**src/rtl/gclk_pkg.sv**
```systemverilog
package gclk_pkg;

    typedef enum logic {
        MODE_PASS = 1'b0,
        MODE_DIV  = 1'b1
    } gclk_mode_e;

endpackage

```
**src/rtl/gclk_src_sel.sv**
```systemverilog
// Selects one oversampled source level and flags its rising edges.
module gclk_src_sel #(
    parameter int N_SRC = 4,
    parameter int SEL_W = 2
) (
    input  logic             clk,
    input  logic             rst_n,
    input  logic [N_SRC-1:0] src_lvl_i,
    input  logic [SEL_W-1:0] sel_i,
    output logic             cur_o,
    output logic             rise_o
);

    logic [N_SRC-1:0] prev_d, prev_q;
    logic [N_SRC-1:0] edge_vec;

    always_comb begin
        prev_d = src_lvl_i;
    end

    always_ff @(posedge clk or negedge rst_n) begin
        if (!rst_n) prev_q <= '0;
        else        prev_q <= prev_d;
    end

    generate
        for (genvar k = 0; k < N_SRC; k++) begin : g_edge
            assign edge_vec[k] = src_lvl_i[k] & ~prev_q[k];
        end
    endgenerate

    always_comb begin
        cur_o  = 1'b0;
        rise_o = 1'b0;
        if (32'(sel_i) < N_SRC) begin
            cur_o  = src_lvl_i[sel_i];
            rise_o = edge_vec[sel_i];
        end
    end

endmodule

```
**src/rtl/gclk_divider.sv**
```systemverilog
// Next-count logic for the half-period counter.
module gclk_divider #(
    parameter int DIV_W = 8
) (
    input  logic [DIV_W-1:0] cnt_i,
    input  logic [DIV_W-1:0] limit_i,
    input  logic             step_i,
    output logic [DIV_W-1:0] cnt_o,
    output logic             wrap_o
);

    always_comb begin
        wrap_o = step_i && (cnt_i >= limit_i);
        cnt_o  = cnt_i;
        if (step_i) begin
            cnt_o = wrap_o ? '0 : cnt_i + 1'b1;
        end
    end

endmodule

```
**src/rtl/gclk_gen.sv**
```systemverilog
module gclk_gen
    import gclk_pkg::*;
#(
    parameter int N_SRC = 4,
    parameter int DIV_W = 8,
    localparam int SEL_W = (N_SRC > 1) ? $clog2(N_SRC) : 1
) (
    input  logic             clk,
    input  logic             rst_n,
    input  logic [N_SRC-1:0] src_lvl_i,
    input  logic             cfg_en_i,
    input  logic [SEL_W-1:0] cfg_sel_i,
    input  logic             cfg_div_en_i,
    input  logic [DIV_W-1:0] cfg_div_i,
    input  logic             sleep_off_i,
    output logic             gclk_o
);

    typedef struct packed {
        logic             run;
        gclk_mode_e       mode;
        logic [SEL_W-1:0] sel;
        logic [DIV_W-1:0] cnt;
        logic             out;
    } state_t;

    state_t state_d, state_q;

    logic             src_cur;
    logic             src_rise;
    logic [DIV_W-1:0] cnt_next;
    logic             half_done;
    logic             want_run;

    // flat views of state for the bound checker
    logic             run_now;
    logic             div_now;
    logic [SEL_W-1:0] sel_now;
    assign run_now = state_q.run;
    assign div_now = (state_q.mode == MODE_DIV);
    assign sel_now = state_q.sel;

    gclk_src_sel #(
        .N_SRC (N_SRC),
        .SEL_W (SEL_W)
    ) u_src (
        .clk       (clk),
        .rst_n     (rst_n),
        .src_lvl_i (src_lvl_i),
        .sel_i     (state_q.sel),
        .cur_o     (src_cur),
        .rise_o    (src_rise)
    );

    gclk_divider #(
        .DIV_W (DIV_W)
    ) u_div (
        .cnt_i   (state_q.cnt),
        .limit_i (cfg_div_i),
        .step_i  (src_rise),
        .cnt_o   (cnt_next),
        .wrap_o  (half_done)
    );

    always_comb begin
        want_run = cfg_en_i & ~sleep_off_i;
        state_d  = state_q;
        if (!state_q.run) begin
            // idle: hold output low, track configuration for the next start
            state_d.cnt  = '0;
            state_d.out  = 1'b0;
            state_d.sel  = cfg_sel_i;
            state_d.mode = cfg_div_en_i ? MODE_DIV : MODE_PASS;
            state_d.run  = want_run;
        end else if (!want_run && !state_q.out) begin
            // stop only during a low phase
            state_d.run = 1'b0;
            state_d.cnt = '0;
            state_d.out = 1'b0;
        end else if (state_q.mode == MODE_DIV) begin
            state_d.cnt = cnt_next;
            if (half_done) state_d.out = ~state_q.out;
        end else begin
            state_d.out = src_cur;
        end
    end

    always_ff @(posedge clk or negedge rst_n) begin
        if (!rst_n) begin
            state_q <= '{run: 1'b0, mode: MODE_PASS, sel: '0, cnt: '0, out: 1'b0};
        end else begin
            state_q <= state_d;
        end
    end

    assign gclk_o = state_q.out;

endmodule

```
**config.mk**
```make
export PLATFORM = sky130hd
export DESIGN_NAME = gclk_gen
export DESIGN_NICKNAME = d
export VERILOG_FILES = /design/src/rtl/gclk_pkg.sv /design/src/rtl/gclk_src_sel.sv /design/src/rtl/gclk_divider.sv /design/src/rtl/gclk_gen.sv
export SDC_FILE = /design/constraint.sdc
export NUM_CORES = 1
export LEC_CHECK = 0
export BUFFER_PORTS_ARGS = -buffer_cell sky130_fd_sc_hd__buf_2
export CELL_PAD_IN_SITES_DETAIL_PLACEMENT = 2
export CELL_PAD_IN_SITES_GLOBAL_PLACEMENT = 2
export CORE_MARGIN = 2
export CORE_UTILIZATION = 30
export CTS_CLUSTER_DIAMETER = 150
export DETAILED_ROUTE_END_ITERATION = 6
export GPL_TIMING_DRIVEN = 0
export PLACE_DENSITY_LB_ADDON = 0.1
export SYNTH_ARGS = -nofsm -noshare
export SYNTH_HDL_FRONTEND = slang
export SYNTH_SLANG_ARGS = --single-unit
```
**constraint.sdc**
```tcl
create_clock -name clk -period 1.8 [get_ports clk]
set_input_delay 0.18 -clock clk [delete_from_list [all_inputs] [get_ports clk]]
set_output_delay 0.18 -clock clk [all_outputs]
set_load 0.02 [all_outputs]
```
Yosys cells after proc, flatten, opt, wreduce, memory -nomap -nowiden
Cells that the tools add are included.
W data, S select, Z words.
{"block": "word_totals", "elab_cells": 42, "output_inout_bits": 1, "register_bits": 17, "inputBits": 19}
{"block": "op_classes", "bitwise_logic": 11, "n_reduce_logical": 5, "add_sub_neg": 1, "magnitude_cmp": 2, "n_eq_ne": 3, "mux": 14}
{"operator": "$mux W8", "n": 3}
{"operator": "$mux W9", "n": 2}
{"operator": "$add A8 B1 Y8 const B", "n": 1}
{"operator": "$ge A8 B8 Y1", "n": 1}
{"operator": "$mux W1", "n": 7}
{"operator": "$not A1 Y1", "n": 6}
{"operator": "$and A1 B1 Y1", "n": 5}
{"operator": "$bmux W1 S2", "n": 2}
{"operator": "$ne A4 B2 Y1 const B", "n": 1}
{"operator": "$lt A2 B3 Y1 const B", "n": 1}
{"operator": "$ne A3 B1 Y1 const B", "n": 1}
{"operator": "$ne A3 B2 Y1 const B", "n": 1}
{"operator": "$logic_and A1 B1 Y1", "n": 2}
{"operator": "$logic_not A1 Y1", "n": 2}
{"operator": "$reduce_and A2 Y1", "n": 1}

Depth between registers and ports, before layout
{"block": "depth", "word_depth": 10, "mapped_depth": 8, "depth_no_buf": 7}

By module
Synthesis repeated with hierarchy kept, for this count alone.
{"block": "hier_totals", "hier_cells": 106, "hier_area_um2": 1093.5}
{"module": "gclk_gen", "area_each_um2": 536.8, "seq_area_each_um2": 325.3, "cells_per_inst": 39, "instances": 1}
{"module": "gclk_divider", "area_each_um2": 386.6, "seq_area_each_um2": 0.0, "cells_per_inst": 57, "instances": 1}
{"module": "gclk_src_sel", "area_each_um2": 170.2, "seq_area_each_um2": 100.1, "cells_per_inst": 10, "instances": 1}

Least setup slack after synthesis
No wires, ideal clock.
{"block": "synth_timing", "path_kind": "flip-flop to flip-flop", "startpoint": "reg state_q[3] (netlist bit)", "endpoint": "reg state_q, in the netlist gclk_o", "period_less_slack_ns": 1.880, "setup_time_ns": 0.097, "arrival_ns": 1.783, "path_slack_ns": -0.080, "path_stages_with_launch": 7, "path_cell_list": "dfrtp_1 -> ha_1 -> or4_1 -> a21oi_2 -> o32a_4 -> o21ai_0 -> a311oi_2"}
{"block": "synth_between", "elab_chain_len": 3}
{"element": "start: declaration", "line": "gclk_gen.sv:27", "text": "state_t state_d, state_q;"}
{"element": "start signal: assignment", "line": "gclk_gen.sv:90", "text": "state_q <= '{run: 1'b0, mode: MODE_PASS, sel: '0, cnt: '0, out: 1'b0};"}
{"element": "start signal: assignment", "line": "gclk_gen.sv:92", "text": "state_q <= state_d;"}
{"element": "$ge A8 B8 Y1", "line": "gclk_divider.sv:13", "text": "wrap_o = step_i && (cnt_i >= limit_i);"}
{"element": "$logic_and A1 B1 Y1", "line": "gclk_divider.sv:13"}
{"element": "$ne A4 B2 Y1 (no line)"}
No other way between the ends.
A chain may end at the register's enable or synchronous reset.

Worst setup path after layout
{"block": "layout_timing", "startpoint": "reg state_q[2] (netlist bit)", "endpoint": "reg state_q[3] (netlist bit)"}
{"block": "layout_between", "elab_chain_len": 7, "elab_cells_between_ends": 8, "cone_classes": "add/sub: 1; order compare: 1; mux: 5; reduce/logical: 1"}
{"element": "$ge A8 B8 Y1", "line": "gclk_divider.sv:13"}
{"element": "$logic_and A1 B1 Y1", "line": "gclk_divider.sv:13"}
{"element": "$mux W8 (*)", "line": "gclk_divider.sv:16", "text": "cnt_o = wrap_o ? '0 : cnt_i + 1'b1;"}
{"element": "$mux W8 (*)", "line": "gclk_divider.sv:15", "text": "if (step_i) begin"}
{"element": "$mux W8 (*)", "line": "gclk_gen.sv:80", "text": "end else if (state_q.mode == MODE_DIV) begin"}
{"element": "$mux W9 (*)", "line": "gclk_gen.sv:75", "text": "end else if (!want_run && !state_q.out) begin"}
{"element": "$mux W9 (*)", "line": "gclk_gen.sv:68", "text": "if (!state_q.run) begin"}
Every way passes the cells marked *; elsewhere a longest branch is shown, timed or not. The select of a mux whose other input is x is not followed.

==> run_summary.xml <==
<?xml version="1.0" encoding="UTF-8"?>
<metrics>
  <group name="outcome">
    <metric name="status" unit="">finished, violations left</metric>
    <metric name="violations" unit="">negative setup slack</metric>
  </group>
  <group name="synthesis">
    <metric name="number_of_enable_flip_flop_cells_after_synthesis" unit="">0</metric>
    <metric name="synth_top_cell_by_area" unit="">sky130_fd_sc_hd__dfrtp_1</metric>
    <metric name="yosysMostFrequentCell" unit="">sky130_fd_sc_hd__dfrtp_1</metric>
    <metric name="ys_async_sr_fraction" unit="">1.00</metric>
    <metric name="synth_ff_type" unit="">sky130_fd_sc_hd__dfrtp_1</metric>
    <metric name="yosysWarnings" unit="">0</metric>
    <metric name="netlist-cell-type-count" unit="">30</metric>
    <metric name="synthDominantCellAreaShare" unit="">0.407</metric>
    <metric name="post_synth.cell_area_avg" unit="um2">9.96</metric>
    <metric name="synth.yosys.seq_area_share" unit="">0.407</metric>
    <metric name="ys_top_cells_by_area" unit="">sky130_fd_sc_hd__dfrtp_1 41%, sky130_fd_sc_hd__ha_1 11%, sky130_fd_sc_hd__nand3_1 5.7%, sky130_fd_sc_hd__mux4_2 4.3%, sky130_fd_sc_hd__nand2_1 3.9%</metric>
    <metric name="post_synth_inst_count" unit="">105</metric>
    <metric name="synthesis.area" unit="um2">1050</metric>
    <metric name="synthTopCellsByCount" unit="">17 x sky130_fd_sc_hd__dfrtp_1, 12 x sky130_fd_sc_hd__nand3_1, 11 x sky130_fd_sc_hd__nand2_1</metric>
    <metric name="total_nets_after_synthesis" unit="">133</metric>
    <metric name="number_of_storage_elements_in_the_synthesis_netlist" unit="">17</metric>
  </group>
  <group name="critical_path">
    <metric name="worst_path_required_time" unit="ns">2.00</metric>
    <metric name="rr_startpoint" unit="">state_q[2]</metric>
    <metric name="critical_path.slowest_cell" unit="">sky130_fd_sc_hd__or4_4</metric>
    <metric name="timing.critical_path.from_type" unit="">register</metric>
    <metric name="type_of_the_worst_setup_path" unit="">reg2reg</metric>
    <metric name="cp.arrival" unit="ns">2.17</metric>
    <metric name="critical_path.max_fanout" unit="">10</metric>
    <metric name="worstPathCellList" unit="">ha_2 &gt; or4_4 &gt; a21oi_4 &gt; o32a_4 &gt; buf_8 &gt; nand3b_1 &gt; a31oi_1</metric>
    <metric name="cp_max_stage_delay" unit="ns">0.55</metric>
    <metric name="end_kind" unit="">register</metric>
    <metric name="worst_setup_startpoint" unit="">state_q[2]</metric>
  </group>
  <group name="global_route">
    <metric name="globalRoute.totalOverflow" unit="">0</metric>
    <metric name="first_global_vias" unit="">1050</metric>
    <metric name="antenna_found_initial" unit="">0</metric>
    <metric name="first_pass_grt_wire_length" unit="um">4820</metric>
    <metric name="grt.total_usage" unit="">0.156</metric>
    <metric name="pin_count_of_the_biggest_net_entering_global_routing" unit="">18</metric>
  </group>
  <group name="detailed_routing">
    <metric name="ant_nets" unit="">0</metric>
    <metric name="routed_wire_length_per_instance" unit="um">15.3</metric>
    <metric name="drcViolationCount" unit="">0</metric>
    <metric name="top_signal_layer_used" unit="">met4</metric>
    <metric name="dr.first_iter.drc_count" unit="">29</metric>
    <metric name="finalWirelength" unit="um">2800</metric>
    <metric name="via_count" unit="">926</metric>
    <metric name="firstDrtPassIters" unit="">4</metric>
    <metric name="routed_via_density" unit="">5.06</metric>
    <metric name="met3_wirelength" unit="um">84</metric>
    <metric name="m1WireLength" unit="um">1180</metric>
    <metric name="met2RoutedLength" unit="um">1520</metric>
  </group>
  <group name="die">
    <metric name="ioPinCount" unit="">20</metric>
    <metric name="die_height" unit="um">63.1</metric>
    <metric name="design.core.area" unit="um2">3340</metric>
    <metric name="fp.dieArea" unit="um2">3980</metric>
    <metric name="row_count" unit="">21</metric>
    <metric name="die_w" unit="um">63.1</metric>
    <metric name="initial_core_util" unit="">0.313</metric>
  </group>
  <group name="cts">
    <metric name="cts_buffers" unit="">3</metric>
    <metric name="tritoncts" unit="">built</metric>
    <metric name="cts_buffer_depth" unit="">2</metric>
    <metric name="clock_slew_at_reported_path_ffs" unit="ns">0.09</metric>
    <metric name="clk_latency" unit="ns">0.30</metric>
    <metric name="clock_sinks" unit="">17</metric>
    <metric name="root_buffer" unit="">sky130_fd_sc_hd__clkbuf_4</metric>
    <metric name="ctsHtreeMaxLevel" unit="">1</metric>
  </group>
  <group name="timing">
    <metric name="drv_slew" unit="">0</metric>
    <metric name="setup_slack" unit="ns">-0.174</metric>
    <metric name="final.period_utilization" unit="">1.10</metric>
    <metric name="worst_clock_skew" unit="ns">0.0129</metric>
    <metric name="worst-slew-pin-transition" unit="ns">1.19</metric>
    <metric name="timing.final.setup_violations" unit="">9</metric>
    <metric name="setup_repair_after_global_routing_missed_its_margin" unit="">yes</metric>
    <metric name="timing.fmax" unit="MHz">507</metric>
    <metric name="slew-limit-headroom" unit="">0.199</metric>
    <metric name="hold_slack" unit="ns">0.0237</metric>
    <metric name="final_hold_violations" unit="">0</metric>
    <metric name="min_period" unit="ns">1.97</metric>
  </group>
  <group name="layout">
    <metric name="num-fill-cells" unit="">386</metric>
    <metric name="area.growth.synth_to_final" unit="%">30.1</metric>
    <metric name="antenna_diode_count" unit="">0</metric>
    <metric name="drive_above_1_share" unit="">0.365</metric>
    <metric name="nets" unit="">166</metric>
    <metric name="layout.core_utilization" unit="">0.408</metric>
  </group>
  <group name="hold_path">
    <metric name="hp-start" unit="">src_lvl_i[3]</metric>
    <metric name="worst_min_path_class" unit="">in2reg</metric>
  </group>
  <group name="placement">
    <metric name="placed_wire_length_estimate" unit="um">2090</metric>
    <metric name="dp_worst_setup_slack" unit="ns">-0.295</metric>
    <metric name="portBuffers" unit="">19</metric>
    <metric name="routabilityCongestion" unit="">0.718</metric>
  </group>
  <group name="power_and_ir_drop">
    <metric name="p_per_area" unit="nW/um2">531</metric>
    <metric name="power.static_leakage" unit="nW">0.586</metric>
    <metric name="fin_total_pwr" unit="uW">722</metric>
    <metric name="worst_ir_drop_vdd" unit="V">0.000279</metric>
  </group>
  <group name="run">
    <metric name="max-cap-violations" unit="">0</metric>
  </group>
</metrics>
==> final timing paths <==
path	to	slack, ns	depth (start not counted)
setup / recovery	state_q[3]	-0.17	7
hold / removal	u_src.prev_q[3]	0.02	1
setup reg to reg	state_q[3]	-0.17	7
hold reg to reg	run_now	0.58	1
max in group asynchronous	state_q[3]	1.14	2
min in group asynchronous	state_q[8]	0.34	2
==> per-layer routing <==
layer	GRT usage	up-vias
li1	-	445
met1	0.179	467
met2	0.293	12
met3	0.0393	2
met4	0.0250	0
met5	0	-
==> registers in the layout, summed over array words and instances (netlist names) <==
| signal | cells |
|---|---|
| div_now | 1 |
| gclk_o | 1 |
| run_now | 1 |
| sel_now | 2 |
| state_q | 8 |
| u_src.prev_q | 4 |
==> placed cells by master, fill, tap and decap left out, types with 3 or more instances in the layout <==
cell / n
sky130_fd_sc_hd__buf_2: 19
sky130_fd_sc_hd__nor3_1: 3
sky130_fd_sc_hd__ha_1: 5
sky130_fd_sc_hd__nand3_1: 12
sky130_fd_sc_hd__nand2b_1: 5
sky130_fd_sc_hd__buf_4: 8
sky130_fd_sc_hd__inv_1: 8
sky130_fd_sc_hd__dfrtp_1: 15
sky130_fd_sc_hd__clkbuf_4: 3
sky130_fd_sc_hd__nor2_1: 4
sky130_fd_sc_hd__mux2_2: 3
sky130_fd_sc_hd__nand2_1: 11
sky130_fd_sc_hd__a31oi_1: 6
==> timing repair <==
item,4_1_cts,5_1_grt
hold buffers,1,1
endpoints found under the hold margin,17,1
resized for setup,8,4
pin swaps,5,5
setup endpoints to repair,9,9
setup buffers,7,0
==> report_power, final <==
| part | total (mW) | leakage (nW) | internal (mW) | switching, mW |
|---|---|---|---|---|
| combinational | 0.109 | 0.354 | 0.0559 | 0.0527 |
| clock | 0.208 | 0.0150 | 0.0862 | 0.122 |
| sequential | 0.406 | 0.217 | 0.394 | 0.0117 |
==> final cells by class <==
| type | count | area [um2] | share of cell area |
|---|---|---|---|
| multi-input cells | 77 | 626 | 0.460 |
| plain buffers | 3 | 26.3 | 0.0193 |
| repair buffers | 28 | 168 | 0.123 |
| well taps | 46 | 57.6 | 0.0423 |
| inverters | 8 | 30.0 | 0.0221 |
| flip-flops and latches | 17 | 428 | 0.314 |
| clock buffers | 4 | 26.3 | 0.0193 |
==> per-stage QoR <==
step | setup TNS [ns] | cell area [um2] | instances
3_5_place_dp | -2.39 | 1200 | 170
4_1_cts | -1.64 | 1330 | 182
2_1_floorplan | -0.242 | 1050 | 105
5_1_grt | -2.31 | 1360 | 183
6_report | -1.32 | 1360 | 183
3_3_place_gp | -1.98 | 1200 | 170
==> worst max-delay path: cells and delay by family, from the launching register on <==
| kind | cells | cell delay, ns |
|---|---|---|
| AOI/OAI and AO/OA | 3 | 0.52 |
| buffers and inverters | 1 | 0.14 |
| and+or+nand+nor | 2 | 0.64 |
| DFF | 1 | 0.41 |
| adders and majority gates | 1 | 0.18 |
==> cells by family (layout without fill, tap and decap cells) <==
family / after synthesis / in the layout / synth area share
and+or+nand+nor: 43 / 43 / 0.208
buffers and inverters: 11 / 43 / 0.0538
adders and majority gates: 9 / 9 / 0.108
DFF: 17 / 17 / 0.407
muxes: 5 / 5 / 0.0754
AOI/OAI and AO/OA: 20 / 20 / 0.148
No activity file was read; power rests on OpenSTA's default activity.
